### config.mk
export PLATFORM = sky130hd
export DESIGN_NAME = flow_target_unit
export DESIGN_NICKNAME = d
export VERILOG_FILES = /design/src/rtl/ftu_pkg.sv /design/src/rtl/ftu_cond_eval.sv /design/src/rtl/ftu_addr_calc.sv /design/src/rtl/ftu_out_stage.sv /design/src/rtl/flow_target_unit.sv
export SDC_FILE = /design/constraint.sdc
export NUM_CORES = 1
export LEC_CHECK = 0
export ABC_AREA = 1
export CORE_ASPECT_RATIO = 0.9
export CORE_MARGIN = 3
export CORE_UTILIZATION = 40
export CTS_CLUSTER_DIAMETER = 60
export CTS_CLUSTER_SIZE = 40
export DETAILED_ROUTE_END_ITERATION = 6
export GPL_ROUTABILITY_DRIVEN = 0
export PLACE_DENSITY = 0.73
export SETUP_SLACK_MARGIN = 0.05
export SLEW_MARGIN = 25
export SYNTH_ARGS = -nofsm -noshare
export SYNTH_HDL_FRONTEND = slang
export SYNTH_HIERARCHICAL = 1
export SYNTH_SLANG_ARGS = --single-unit
### constraint.sdc
create_clock -name clk -period 1 [get_ports clk]
set_input_delay 0.1 -clock clk [delete_from_list [all_inputs] [get_ports clk]]
set_output_delay 0.1 -clock clk [all_outputs]
set_load 0.1 [all_outputs]
### src/rtl/ftu_pkg.sv
package ftu_pkg;

   localparam int KIND_W = 4;

   typedef enum logic [KIND_W-1:0] {
      K_SEQ    = 4'd0,
      K_PAGE   = 4'd1,
      K_LONG   = 4'd2,
      K_REL    = 4'd3,
      K_IND    = 4'd4,
      K_CSET   = 4'd5,
      K_CCLR   = 4'd6,
      K_AZERO  = 4'd7,
      K_ANZ    = 4'd8,
      K_BSET   = 4'd9,
      K_BCLR   = 4'd10,
      K_BTCLR  = 4'd11,
      K_CMPNE  = 4'd12,
      K_DECNZ  = 4'd13
   } kind_e;

   typedef enum logic [2:0] {
      TS_SEQ  = 3'd0,
      TS_PAGE = 3'd1,
      TS_LONG = 3'd2,
      TS_REL  = 3'd3,
      TS_IND  = 3'd4
   } tsel_e;

endpackage

### src/rtl/ftu_cond_eval.sv
module ftu_cond_eval
   import ftu_pkg::*;
#(
   parameter int DATA_W = 8
) (
   input  logic [KIND_W-1:0] kind,
   input  logic              carry_in,
   input  logic              bit_in,
   input  logic [DATA_W-1:0] acc,
   input  logic [DATA_W-1:0] cmp_lhs,
   input  logic [DATA_W-1:0] cmp_rhs,
   input  logic [DATA_W-1:0] cnt_in,
   output logic              taken,
   output tsel_e             tsel,
   output logic              carry_wr,
   output logic              carry_val,
   output logic              bit_clr,
   output logic              cnt_wr,
   output logic [DATA_W-1:0] cnt_val
);

   logic [DATA_W-1:0] dec_val;
   logic              acc_zero;
   logic              ops_differ;
   logic              lhs_below;

   assign dec_val    = cnt_in - DATA_W'(1);
   assign acc_zero   = (acc == '0);
   assign ops_differ = (cmp_lhs != cmp_rhs);
   assign lhs_below  = (cmp_lhs < cmp_rhs);

   always_comb begin
      taken     = 1'b0;
      tsel      = TS_REL;
      carry_wr  = 1'b0;
      carry_val = 1'b0;
      bit_clr   = 1'b0;
      cnt_wr    = 1'b0;
      cnt_val   = dec_val;
      case (kind)
         K_PAGE:  begin taken = 1'b1; tsel = TS_PAGE; end
         K_LONG:  begin taken = 1'b1; tsel = TS_LONG; end
         K_REL:   taken = 1'b1;
         K_IND:   begin taken = 1'b1; tsel = TS_IND; end
         K_CSET:  taken = carry_in;
         K_CCLR:  taken = ~carry_in;
         K_AZERO: taken = acc_zero;
         K_ANZ:   taken = ~acc_zero;
         K_BSET:  taken = bit_in;
         K_BCLR:  taken = ~bit_in;
         K_BTCLR: begin taken = bit_in; bit_clr = bit_in; end
         K_CMPNE: begin
            taken     = ops_differ;
            carry_wr  = 1'b1;
            carry_val = lhs_below;
         end
         K_DECNZ: begin
            taken  = (dec_val != '0);
            cnt_wr = 1'b1;
         end
         default: begin taken = 1'b0; tsel = TS_SEQ; end
      endcase
   end

endmodule

### src/rtl/ftu_addr_calc.sv
module ftu_addr_calc
   import ftu_pkg::*;
#(
   parameter int ADDR_W = 16,
   parameter int DATA_W = 8,
   parameter int PAGE_W = 11
) (
   input  tsel_e                     tsel,
   input  logic                      taken,
   input  logic [ADDR_W-1:0]         seq_pc,
   input  logic [PAGE_W-DATA_W-1:0]  page_sel,
   input  logic [DATA_W-1:0]         opa,
   input  logic [DATA_W-1:0]         opb,
   input  logic [DATA_W-1:0]         rel_off,
   input  logic [DATA_W-1:0]         acc,
   input  logic [ADDR_W-1:0]         dptr,
   output logic [ADDR_W-1:0]         pc_out
);

   localparam int HI_W  = ADDR_W - PAGE_W;
   localparam int EXT_W = ADDR_W - DATA_W;

   logic [ADDR_W-1:0] page_tgt;
   logic [ADDR_W-1:0] long_tgt;
   logic [ADDR_W-1:0] rel_tgt;
   logic [ADDR_W-1:0] ind_tgt;

   assign page_tgt = {seq_pc[ADDR_W-1 -: HI_W], page_sel, opa};
   assign long_tgt = {opa, opb};
   assign rel_tgt  = seq_pc + {{EXT_W{rel_off[DATA_W-1]}}, rel_off};
   assign ind_tgt  = dptr + {{EXT_W{1'b0}}, acc};

   always_comb begin
      pc_out = seq_pc;
      if (taken) begin
         case (tsel)
            TS_PAGE: pc_out = page_tgt;
            TS_LONG: pc_out = long_tgt;
            TS_REL:  pc_out = rel_tgt;
            TS_IND:  pc_out = ind_tgt;
            default: pc_out = seq_pc;
         endcase
      end
   end

endmodule

### src/rtl/ftu_out_stage.sv
module ftu_out_stage #(
   parameter int W       = 8,
   parameter bit REG_OUT = 1'b1
) (
   input  logic         clk,
   input  logic         rst_n,
   input  logic         v_in,
   input  logic [W-1:0] d_in,
   output logic         v_out,
   output logic [W-1:0] d_out
);

   generate
      if (REG_OUT) begin : g_reg
         always_ff @(posedge clk or negedge rst_n) begin
            if (!rst_n) begin
               v_out <= 1'b0;
               d_out <= '0;
            end else begin
               v_out <= v_in;
               d_out <= d_in;
            end
         end
      end else begin : g_bypass
         assign v_out = v_in;
         assign d_out = d_in;
      end
   endgenerate

endmodule

### src/rtl/flow_target_unit.sv
module flow_target_unit
   import ftu_pkg::*;
#(
   parameter int ADDR_W  = 16,
   parameter int DATA_W  = 8,
   parameter int PAGE_W  = 11,
   parameter bit REG_OUT = 1'b1
) (
   input  logic                     clk,
   input  logic                     rst_n,
   input  logic                     in_valid,
   input  logic [3:0]               kind,
   input  logic [ADDR_W-1:0]        seq_pc,
   input  logic [PAGE_W-DATA_W-1:0] page_sel,
   input  logic [DATA_W-1:0]        opa,
   input  logic [DATA_W-1:0]        opb,
   input  logic [DATA_W-1:0]        rel_off,
   input  logic [DATA_W-1:0]        acc,
   input  logic [ADDR_W-1:0]        dptr,
   input  logic                     carry_in,
   input  logic                     bit_in,
   input  logic [DATA_W-1:0]        cmp_lhs,
   input  logic [DATA_W-1:0]        cmp_rhs,
   input  logic [DATA_W-1:0]        cnt_in,
   output logic                     out_valid,
   output logic [ADDR_W-1:0]        target_pc,
   output logic                     taken,
   output logic                     carry_wr,
   output logic                     carry_val,
   output logic                     bit_clr,
   output logic                     cnt_wr,
   output logic [DATA_W-1:0]        cnt_val
);

   localparam int PAY_W = ADDR_W + DATA_W + 5;

   generate
      if (ADDR_W != 2 * DATA_W) begin : g_bad_long
         $error("flow_target_unit: ADDR_W must be twice DATA_W for the long form");
      end
      if (PAGE_W <= DATA_W || PAGE_W >= ADDR_W) begin : g_bad_page
         $error("flow_target_unit: PAGE_W must lie between DATA_W and ADDR_W");
      end
      if (KIND_W != 4) begin : g_bad_kind
         $error("flow_target_unit: kind code width mismatch");
      end
   endgenerate

   logic              c_taken;
   tsel_e             c_tsel;
   logic              c_carry_wr;
   logic              c_carry_val;
   logic              c_bit_clr;
   logic              c_cnt_wr;
   logic [DATA_W-1:0] c_cnt_val;
   logic [ADDR_W-1:0] c_pc;
   logic [PAY_W-1:0]  pay_in;
   logic [PAY_W-1:0]  pay_out;

   ftu_cond_eval #(.DATA_W(DATA_W)) u_cond (
      .kind      (kind),
      .carry_in  (carry_in),
      .bit_in    (bit_in),
      .acc       (acc),
      .cmp_lhs   (cmp_lhs),
      .cmp_rhs   (cmp_rhs),
      .cnt_in    (cnt_in),
      .taken     (c_taken),
      .tsel      (c_tsel),
      .carry_wr  (c_carry_wr),
      .carry_val (c_carry_val),
      .bit_clr   (c_bit_clr),
      .cnt_wr    (c_cnt_wr),
      .cnt_val   (c_cnt_val)
   );

   ftu_addr_calc #(.ADDR_W(ADDR_W), .DATA_W(DATA_W), .PAGE_W(PAGE_W)) u_addr (
      .tsel     (c_tsel),
      .taken    (c_taken),
      .seq_pc   (seq_pc),
      .page_sel (page_sel),
      .opa      (opa),
      .opb      (opb),
      .rel_off  (rel_off),
      .acc      (acc),
      .dptr     (dptr),
      .pc_out   (c_pc)
   );

   assign pay_in = {c_taken & in_valid, c_carry_wr & in_valid, c_carry_val,
                    c_bit_clr & in_valid, c_cnt_wr & in_valid, c_cnt_val, c_pc};

   ftu_out_stage #(.W(PAY_W), .REG_OUT(REG_OUT)) u_out (
      .clk   (clk),
      .rst_n (rst_n),
      .v_in  (in_valid),
      .d_in  (pay_in),
      .v_out (out_valid),
      .d_out (pay_out)
   );

   assign {taken, carry_wr, carry_val, bit_clr, cnt_wr, cnt_val, target_pc} = pay_out;

   generate
      if (REG_OUT) begin : g_chk
         AST_IDLE_QUIET: assert property (@(posedge clk) disable iff (!rst_n)
            !out_valid |-> !(taken || carry_wr || bit_clr || cnt_wr));
         AST_SEQ_ON_MISS: assert property (@(posedge clk) disable iff (!rst_n)
            (out_valid && !taken) |-> (target_pc == $past(seq_pc)));
         AST_LONG_TARGET: assert property (@(posedge clk) disable iff (!rst_n)
            (out_valid && $past(kind) == 4'(K_LONG)) |-> (target_pc == {$past(opa), $past(opb)}));
         AST_CARRY_ONLY_CMP: assert property (@(posedge clk) disable iff (!rst_n)
            carry_wr |-> ($past(kind) == 4'(K_CMPNE)));
         AST_CLEAR_NEEDS_TAKEN: assert property (@(posedge clk) disable iff (!rst_n)
            bit_clr |-> (taken && $past(kind) == 4'(K_BTCLR)));
         AST_LOOP_NONZERO: assert property (@(posedge clk) disable iff (!rst_n)
            (cnt_wr && taken) |-> (cnt_val != '0));
         AST_PAGE_KEPT: assert property (@(posedge clk) disable iff (!rst_n)
            (out_valid && $past(kind) == 4'(K_PAGE))
               |-> (target_pc[ADDR_W-1:PAGE_W] == $past(seq_pc[ADDR_W-1:PAGE_W])));
      end
   endgenerate

endmodule

==> results.toml, run 1 <==
[drt]
routed_via_density = 5.44
number_of_nets_with_antenna_violations_after_detailed_routing = 0
firstDrtPassIters = 5
routed_wl_um = 17300
routed_wire_per_std_cell_um = 17.5
drt_iter0_markers = 584
remaining_drc_errors = 0
detailed_route_via_count = 5355

[yosys]
postSynthAreaPerCell_sq_um = 5.85
post-synth-top-area-cell = "sky130_fd_sc_hd__dfrtp_1"
synth-async-reset-ratio_pct = 100
yosys_most_used_dff = "sky130_fd_sc_hd__dfrtp_1"
yosys-top-cells-area = "sky130_fd_sc_hd__dfrtp_1 20%, sky130_fd_sc_hd__nand2_1 19%, sky130_fd_sc_hd__inv_1 12%"
synth_fp_nets = 762
yosysWarnings = 6
synth_edf_count = 0
distinct_cells_synth = 38
synth_seq_cells = 30
synth_sequential_area_ratio_pct = 20.5
syn-instance-count = 627
syn-cell-area_sq_um = 3670
netlist.area_leader.share_pct = 20.5

[die]
design.portCount = 130
area_of_the_die_sq_um = 10400
dieWidth_um = 107
initial_utilization_pct = 42.0
placement_rows = 32
die_height_um = 96.9
placeableCoreArea_sq_um = 8730

[placed_design]
port_buffer_count = 129
pre_cts_slack_ps = -1470
placedCellCount = 954
place_hpwl_um = 11200

[timing]
fin_crit_sh_pct = 180
finalSetupViolations = 19
layout_min_cycle_time_ps = 1800
drv_slew = 0
slew-limit-headroom_pct = 74.2
fin_ws_ps = -800
finalHoldViolCount = 0
rsz0062_at_grt = "yes"
worst-slew-pin-transition_ps = 387
setup-tns-final_ps = -11770
clock.fmax_ghz = 0.555

[clock_network]
tritoncts_clock_tree = "built"
clock_tree.htree_level_count = 2
cts_root_buffer = "sky130_fd_sc_hd__clkbuf_8"
clkTransAtPathRegs_ps = 70
numCtsBuffers = 5
buffer_depth_of_the_longest_clock_path = 2
clkSinkCount = 30

[global_route]
grt_remaining_overflow = 0
pin_count_of_the_biggest_net_entering_global_routing = 31
global_route.usage.total_pct = 27.7
initial_antenna_violation_count = 0
first_pass_grt_wire_length_um = 23400
via_count_of_the_first_global_routing_pass = 5063

[cells_and_area]
area_growth_syn_to_layout_pct = 102
finish.net_count = 1000
num-fill-cells = 475
final-instance-count-excl-fill = 985
final_layout_size_suffix_gt1_share_pct = 43.0
antenna_cells_inserted = 0
final_core_utilization_pct = 84.7

[critical_path]
worst_setup_path_start_kind = "input pin"
crit_slowest_cell = "sky130_fd_sc_hd__dlygate4sd2_1"
timing.critical_path.buf_inv = 3
crit_arrival_ps = 1980
critical-path-top-delay-family = "simple AND/OR/NAND/NOR gates"
worstPathMaxFanout = 7
worst-endpoint-required_ps = 1170
cell_repeated_most_along_the_worst_path = "sky130_fd_sc_hd__nor2_1"
path_class = "input pin to flip-flop"
slowest_delay_ps = 280
critical_path.cell_chain = "dlygate4sd2_1 > nor2_1 > nand3_2 > xnor2_2 > nor2_1 > nand2_1 > nand2_1 > nand2_2 > o21ai_4 > buf_6 > nor2_1 > nand3_1 > o21ai_1 > inv_1"
timing.critical_path.to_type = "flip-flop"

[power]
p_per_area_nw_per_um2 = 1110
vdd_drop_max_uv = 918
power.static_leakage_nw = 3.78

[outcome]
failed_checks = "negative setup slack"
status = "finished, violations left"

[flow_run]
max_cap_violations = 0

[hold_path]
hp-class = "input pin to flip-flop"
routing by layer:
layer / up-vias / wire length, um / track usage (%)
met3: 100 / 1580 / 3.74
met4: 0 / 828 / 8.16
met5: - / 0 / 0
met2: 374 / 8430 / 48.2
met1: 2429 / 6410 / 35.4
li1: 2452 / - / -
power by group:
part	switching (mW)	total, mW	leakage (nW)	internal [mW]
Clock	0.479	1.22	0.0524	0.745
Combinational	3.15	5.39	3.40	2.23
Sequential	0.190	1.60	0.327	1.41
layout make-up:
cell class | instances | area [sq um] | share of cell area [%]
sequential | 30 | 787 | 10.6
multi-input combinational | 467 | 3340 | 45.2
inverter | 123 | 494 | 6.68
tap | 119 | 149 | 2.01
clock inverter | 1 | 30.0 | 0.406
clock buffer | 7 | 76.3 | 1.03
timing repair buffer | 238 | 2520 | 34.0
cells in the mapped netlist (all sizes together) (2+ instances only):
cell,number
o22ai,8
xnor2,2
nor4,2
nand3,67
buf,6
inv,123
nand3b,9
a31oi,2
nor2,74
dfrtp,30
nor3,7
o21ai,22
nand4,2
a21oi,22
a21boi,3
or2,12
fa,2
and2,2
ha,33
o211ai,3
nand2,190
through the flow:
step / area [sq um] / hold slack (ps) / power (mW)
3_3_place_gp: 6190 / 486 / 5.89
3_5_place_dp: 6190 / 479 / 5.99
4_1_cts: 6970 / 51.2 / 7.60
6_report: 7400 / 124 / 8.21
5_1_grt: 7400 / 129 / 8.50
2_1_floorplan: 3820 / -196 / 3.96
registers in the layout, indices dropped and copies added, names as in the netlist:
register     cells
u_out/d_out     29
u_out/v_out      1
kinds of logic (layout without fill, tap and decap cells):
| kind of cell | after synthesis | count (layout) | synth area share [%] |
|---|---|---|---|
| xor+xnor | 3 | 3 | 0.921 |
| flops | 30 | 30 | 20.5 |
| buf+inv | 130 | 369 | 13.5 |
| fa+ha+maj | 35 | 35 | 12.3 |
| compound gates | 64 | 64 | 9.93 |
| simple gates | 365 | 365 | 42.8 |
cell usage in the layout (no fill, tap or decap), types with 4 or more instances in the layout:
cell type                           n
sky130_fd_sc_hd__inv_2             13
sky130_fd_sc_hd__clkdlybuf4s50_1   37
sky130_fd_sc_hd__nor2_2            15
sky130_fd_sc_hd__clkbuf_8           5
sky130_fd_sc_hd__dlymetal6s2s_1    18
sky130_fd_sc_hd__nand3b_1           9
sky130_fd_sc_hd__ha_1               5
sky130_fd_sc_hd__o21ai_1           11
sky130_fd_sc_hd__ha_4              26
sky130_fd_sc_hd__a21oi_2           14
sky130_fd_sc_hd__nor2_4            13
sky130_fd_sc_hd__a21oi_1            8
sky130_fd_sc_hd__nand2_2           27
sky130_fd_sc_hd__nand2_1          154
sky130_fd_sc_hd__buf_6             25
sky130_fd_sc_hd__nand2_4            8
sky130_fd_sc_hd__nor3_2             4
sky130_fd_sc_hd__dlygate4sd2_1     21
sky130_fd_sc_hd__nand3_2           19
sky130_fd_sc_hd__buf_12            34
sky130_fd_sc_hd__dfrtp_2           29
sky130_fd_sc_hd__o21ai_0            8
sky130_fd_sc_hd__clkdlybuf4s15_1    5
sky130_fd_sc_hd__clkbuf_2           8
sky130_fd_sc_hd__nor2_1            46
sky130_fd_sc_hd__inv_1            104
sky130_fd_sc_hd__or2_4              6
sky130_fd_sc_hd__buf_4             87
sky130_fd_sc_hd__nand3_1           45
sky130_fd_sc_hd__o22ai_2            6
final timing paths:
| kind | endpoint | depth (start not counted) | startpoint |
|---|---|---|---|
| worst max-delay path | u_out/d_out[7] | 14 | cnt_in[5] |
| worst min-delay path | u_out/d_out[19] | 4 | cnt_in[1] |
| max in group asynchronous | u_out/d_out[15] | 2 | rst_n |
| min in group asynchronous | u_out/d_out[9] | 2 | rst_n |
what timing repair did:
item | CTS | global route
setup buffers | 22 | 9
gates cloned | 1 | 0
hold buffers | 0 | 0
pin swaps | 60 | 62
endpoints found under the setup margin | 57 | 49
resized for setup | 209 | 141
Power figures use the tool's default switching activity.
==> run 2, diff against run 1 <==
--- a/config.mk
+++ b/config.mk
@@ -5,7 +5,6 @@
 export SDC_FILE = /design/constraint.sdc
 export NUM_CORES = 1
 export LEC_CHECK = 0
-export ABC_AREA = 1
 export CORE_ASPECT_RATIO = 0.9
 export CORE_MARGIN = 3
 export CORE_UTILIZATION = 40
==> constraint.sdc (replaced) <==
create_clock -name clk -period 2 [get_ports clk]
set_input_delay 0.2 -clock clk [delete_from_list [all_inputs] [get_ports clk]]
set_output_delay 0.2 -clock clk [all_outputs]
set_load 0.1 [all_outputs]
==> results.toml, run 2 <==
[die]
die_height_um = 95.2
placeableCoreArea_sq_um = 8300
placement_rows = 31
area_of_the_die_sq_um = 10000
initial_utilization_pct = 42.6
dieWidth_um = 105
design.portCount = 130

[placed_design]
place_hpwl_um = 10600
placement.cell_area_sq_um = 5760
pre_cts_slack_ps = -774
placedCellCount = 794
port_buffer_count = 129

[drt]
routed_wl_um = 14700
routed_wire_per_std_cell_um = 17.9
detailed_route_via_count = 4681
routed_via_density = 5.69
drt_iter0_markers = 329
firstDrtPassIters = 5
number_of_nets_with_antenna_violations_after_detailed_routing = 0
remaining_drc_errors = 0

[power]
power.share.sequential_pct = 19.0
p_per_area_nw_per_um2 = 571
clock_network_fraction_of_design_power_pct = 21.0
switching_share_pct = 43.6
power.total_mw = 3.73
power.static_leakage_nw = 2.98
switchingPower_mw = 1.63
combPwrFrac_pct = 60.0
p_int_mw = 2.11
vdd_drop_max_uv = 316

[cells_and_area]
antenna_cells_inserted = 0
final-instance-count-excl-fill = 822
final_layout_size_suffix_gt1_share_pct = 41.6
mostFrequentLayoutCell = "sky130_fd_sc_hd__buf_4"
num-fill-cells = 556
leading_cell_types_in_the_layout_fill_and_taps_excluded = "158 x sky130_fd_sc_hd__buf_4, 51 x sky130_fd_sc_hd__clkdlybuf4s50_1, 31 x sky130_fd_sc_hd__a21oi_1, 30 x sky130_fd_sc_hd__nand2_1, 30 x sky130_fd_sc_hd__dfrtp_1"
area_growth_syn_to_layout_pct = 85.1
final_core_utilization_pct = 78.8
biggestRegsByFlops = "u_out/d_out x29, u_out/v_out x1"
layout.cell_area.non_filler_sq_um = 6540
finish.net_count = 841
largest-register = "u_out/d_out"
flip_flop_count_of_the_largest_register_all_copies_and_words_added = 29

[yosys]
post-synth-top-count-cell = "sky130_fd_sc_hd__a21oi_1"
distinct_cells_synth = 68
syn-cell-area_sq_um = 3530
synth_sequential_area_ratio_pct = 21.2
yosys-top-cells-area = "sky130_fd_sc_hd__dfrtp_1 21%, sky130_fd_sc_hd__ha_1 12%, sky130_fd_sc_hd__a21oi_1 5.4%"
synth_fp_nets = 586
yosys_most_used_dff = "sky130_fd_sc_hd__dfrtp_1"
post-synth-top-area-cell = "sky130_fd_sc_hd__dfrtp_1"
yosysWarnings = 6
synth-async-reset-ratio_pct = 100
postSynthAreaPerCell_sq_um = 7.84
synth_seq_cells = 30
netlist.area_leader.share_pct = 21.2
synth.top_cells.by_count = "38 x sky130_fd_sc_hd__a21oi_1, 33 x sky130_fd_sc_hd__ha_1, 32 x sky130_fd_sc_hd__inv_1, 32 x sky130_fd_sc_hd__nand2_1, 30 x sky130_fd_sc_hd__dfrtp_1"
syn-instance-count = 451
synth_edf_count = 0

[timing]
rsz0062_at_grt = "yes"
worst-slew-pin-transition_ps = 415
setup-tns-final_ps = -1040
finalSetupViolations = 15
clock.fmax_ghz = 0.456
fin_ws_ps = -193
fin_crit_sh_pct = 110
hold_ws_ps = 228
finalHoldViolCount = 0
layout_min_cycle_time_ps = 2190
slew-limit-headroom_pct = 72.3
drv_slew = 0

[clock_network]
clkSinkCount = 30
clkTransAtPathRegs_ps = 70
buffer_depth_of_the_longest_clock_path = 2
numCtsBuffers = 5
cts_root_buffer = "sky130_fd_sc_hd__clkbuf_8"
number_of_buffers_inserted_for_hold_repair_after_clock_tree_synthesis = 0
tritoncts_clock_tree = "built"
clock_tree.htree_level_count = 2

[global_route]
pin_count_of_the_biggest_net_entering_global_routing = 31
busiest_layer_in_global_routing = "met2"
grt_util_met3_pct = 3.59
via_count_of_the_first_global_routing_pass = 4578
initial_antenna_violation_count = 0
grtUsageMet2_pct = 48.0
met1_usage_pct = 34.2
global_route.usage.total_pct = 27.0
grt_remaining_overflow = 0
first_pass_grt_wire_length_um = 21900

[outcome]
failed_checks = "negative setup slack"
status = "finished, violations left"

[critical_path]
critical-path-top-delay-family = "compound AO/OA/AOI/OAI gates"
worst-endpoint-required_ps = 2190
worst_setup_path_start_kind = "input pin"
crit_slowest_cell = "sky130_fd_sc_hd__clkdlybuf4s50_1"
cell_repeated_most_along_the_worst_path = "sky130_fd_sc_hd__o211a_1"
critical_path.cell_chain = "clkdlybuf4s50_1 > ha_4 > a21oi_1 > o211a_1 > nor3_4 > or4_4 > o211a_1 > o311ai_2"
worstPathMaxFanout = 5
timing.critical_path.buf_inv = 1
timing.critical_path.to_type = "flip-flop"
path_class = "input pin to flip-flop"
slowest_delay_ps = 570
crit_arrival_ps = 2390

[hold_path]
hp-class = "input pin to flip-flop"

[flow_run]
max_cap_violations = 0
[run 2: timing repair]
item                                    in CTS  in global routing
pin swaps                                   43                 28
gates cloned                                 1                  1
endpoints found under the setup margin      17                 17
buffers inserted                            12                  7
gates resized for setup                    111                 81
[run 2: power groups by stage]
stage | sequential, mW | clock (mW) | combinational, mW
final | 0.709 | 0.783 | 2.24
after global routing | 0.717 | 0.808 | 2.36
after CTS | 0.708 | 0.786 | 2.10
after detailed placement | 0.720 | 0 | 1.97
after global placement | 0.719 | 0 | 1.93
after floorplan | 1.29 | 0 | 0.627
[run 2: metal layers]
metal | wire [um] | vias to the layer above
met5 | 0 | -
met3 | 986 | 32
met1 | 5970 | 2225
met4 | 348 | 0
met2 | 7430 | 230
li1 | - | 2194
[run 2: cell families after synthesis]
family	count (synthesis)	synth area share, %
buffers and inverters	52	5.84
adder cells (fa/ha/maj)	35	12.8
AO/OA/AOI/OAI	149	29.5
AND/OR/NAND/NOR	164	25.3
XOR/XNOR	17	4.21
flip-flops	30	21.2
multiplexers	4	1.13
[run 2: path summary, 6_finish.rpt]
kind                       startpoint              end  slack (ps)  cells after the start
setup / recovery            seq_pc[8]  u_out/d_out[15]        -190                      8
hold / removal              cnt_in[0]  u_out/d_out[16]         230                      3
max in group asynchronous       rst_n  u_out/d_out[27]        1390                      2
min in group asynchronous       rst_n   u_out/d_out[8]         290                      2
[run 2: area by class of cell]
cell class	instances	area, sq um	share of cell area, %
Multi-Input combinational cell	369	3120	47.7
Timing Repair Buffer	268	2260	34.6
Sequential cell	30	751	11.5
Tap cell	115	144	2.20
Inverter	32	120	1.84
Clock buffer	6	82.6	1.26
Clock inverter	2	60.1	0.918
==> run 3, diff against run 2 <==
--- a/config.mk
+++ b/config.mk
@@ -5,14 +5,16 @@
 export SDC_FILE = /design/constraint.sdc
 export NUM_CORES = 1
 export LEC_CHECK = 0
+export CELL_PAD_IN_SITES_DETAIL_PLACEMENT = 1
+export CELL_PAD_IN_SITES_GLOBAL_PLACEMENT = 1
 export CORE_ASPECT_RATIO = 0.9
 export CORE_MARGIN = 3
-export CORE_UTILIZATION = 40
+export CORE_UTILIZATION = 32
 export CTS_CLUSTER_DIAMETER = 60
 export CTS_CLUSTER_SIZE = 40
 export DETAILED_ROUTE_END_ITERATION = 6
 export GPL_ROUTABILITY_DRIVEN = 0
-export PLACE_DENSITY = 0.73
+export PLACE_DENSITY_LB_ADDON = 0.1
 export SETUP_SLACK_MARGIN = 0.05
 export SLEW_MARGIN = 25
 export SYNTH_ARGS = -nofsm -noshare
==> results.toml, run 3 (synthesis gave the netlist of run 2 again) <==
[timing]
fin_ws_ps = -317
rsz0062_at_grt = "yes"
clock.fmax_ghz = 0.432
layout_min_cycle_time_ps = 2320
drv_slew = 0
worst-slew-pin-transition_ps = 465
fin_crit_sh_pct = 116
finalHoldViolCount = 0
finalSetupViolations = 16
slew-limit-headroom_pct = 68.8

[die]
placement_rows = 35
initial_utilization_pct = 33.6
design.portCount = 130
dieWidth_um = 117
placeableCoreArea_sq_um = 10500
die_height_um = 106
area_of_the_die_sq_um = 12300

[critical_path]
startpoint = "seq_pc[5]"
worstPathMaxFanout = 3
slowest_delay_ps = 470
timing.critical_path.buf_inv = 2
timing.critical_path.to_type = "flip-flop"
crit_slowest_cell = "sky130_fd_sc_hd__clkdlybuf4s50_1"
critical_path.cell_chain = "clkdlybuf4s50_1 > ha_2 > buf_4 > o211ai_1 > nand2_2 > o211a_1 > o31a_1 > o21a_1 > o31ai_2"
critical-path-top-delay-family = "compound AO/OA/AOI/OAI gates"
path_class = "input pin to flip-flop"
critical_path_depth = 9
crit_arrival_ps = 2510
worst-endpoint-required_ps = 2190
worst_setup_path_start_kind = "input pin"

[hold_path]
hp-start = "cnt_in[0]"
whs_path_depth = 3
hp-class = "input pin to flip-flop"

[placed_design]
port_buffer_count = 129
placement.cell_area_sq_um = 5860
place_hpwl_um = 12500

[clock_network]
cts_root_buffer = "sky130_fd_sc_hd__clkbuf_16"
tritoncts_clock_tree = "built"
clkTransAtPathRegs_ps = 60
clkSinkCount = 30
numCtsBuffers = 5
clock_tree.htree_level_count = 2
buffer_depth_of_the_longest_clock_path = 2

[power]
vdd_drop_max_uv = 344
power.static_leakage_nw = 3.23
clock_network_fraction_of_design_power_pct = 19.3
p_int_mw = 2.17
switching_share_pct = 46.9
power.total_mw = 4.08
switchingPower_mw = 1.91
combPwrFrac_pct = 63.1
p_per_area_nw_per_um2 = 570
power.share.sequential_pct = 17.6

[drt]
remaining_drc_errors = 0
number_of_nets_with_antenna_violations_after_detailed_routing = 0
drt_iter0_markers = 519
routed_wl_um = 23100
detailed_route_via_count = 5303
firstDrtPassIters = 6
routed_wire_per_std_cell_um = 26.5
routed_via_density = 6.09

[cells_and_area]
leading_cell_types_in_the_layout_fill_and_taps_excluded = "186 x sky130_fd_sc_hd__buf_4, 49 x sky130_fd_sc_hd__clkdlybuf4s50_1, 30 x sky130_fd_sc_hd__dfrtp_1, 29 x sky130_fd_sc_hd__a21oi_1, 29 x sky130_fd_sc_hd__nand2_1"
final_layout_size_suffix_gt1_share_pct = 49.5
flip_flop_count_of_the_largest_register_all_copies_and_words_added = 29
biggestRegsByFlops = "u_out/d_out x29, u_out/v_out x1"
largest-register = "u_out/d_out"
mostFrequentLayoutCell = "sky130_fd_sc_hd__buf_4"
area_growth_syn_to_layout_pct = 103
layout.cell_area.non_filler_sq_um = 7160
finish.net_count = 875

[global_route]
via_count_of_the_first_global_routing_pass = 5324
global_route.usage.total_pct = 30.1
grt_remaining_overflow = 0
first_pass_grt_wire_length_um = 29300
pin_count_of_the_biggest_net_entering_global_routing = 31
initial_antenna_violation_count = 1

[outcome]
failed_checks = "negative setup slack"
status = "finished, violations left"

[flow_run]
max_cap_violations = 0
run 3: cell count changes in the layout (fill, tap and decap cells not counted), sizes merged, moves of 2 or more:
cell	previous run	this run
clkdlybuf4s50	51	49
dlygate4sd2	17	12
buf	171	207
dlymetal6s2s	15	20
bufinv	2	0
run 3: layer usage:
metal | up-vias | track usage [%] | routed length [um]
li1 | 2273 | - | -
met1 | 2573 | 38.2 | 8620
met2 | 360 | 53.2 | 11500
met3 | 97 | 2.64 | 1680
met4 | 0 | 9.17 | 1230
met5 | - | 0 | 0
run 3: path summary, 6_finish.rpt:
path / end
max: u_out/d_out[12]
min: u_out/d_out[16]
max in group asynchronous: u_out/d_out[10]
min in group asynchronous: u_out/d_out[18]
run 3: repair_timing:
action / 4_1_cts / 5_1_grt
resized for setup: 131 / 137
cloned: 2 / 0
pin swaps: 44 / 60
setup buffers: 23 / 20
hold buffers: 0 / 0
setup endpoints to repair: 17 / 18
run 3: area by class of cell:
type                            count  area (sq um)
Timing Repair Buffer              302          2560
Antenna cell                        1          2.50
Clock buffer                        6           139
Multi-Input combinational cell    369          3410
Fill cell                        1140          3350
Tap cell                          129           161
Clock inverter                      2          12.5
Inverter                           32           120
Sequential cell                    30           751
run 3: power groups by stage:
stage	Combinational (mW)	Sequential [mW]	Clock, mW
floorplan	0.627	1.29	0
global placement	1.98	0.721	0
detailed placement	2.03	0.723	0
CTS	2.23	0.713	0.782
global route	2.67	0.723	0.813
finish	2.58	0.718	0.787
run 3: through the flow:
step	hold slack (ps)	setup slack (ps)	cells	util, %	TNS, ps
after floorplan	-95.6	-227	451	-	-1820
final	212	-317	871	68.2	-2310
after CTS	247	-236	852	62.8	-2440
after global routing	215	-419	871	68.2	-3180
after detailed placement	639	-886	819	55.7	-12900
after global placement	631	-716	819	55.7	-10810
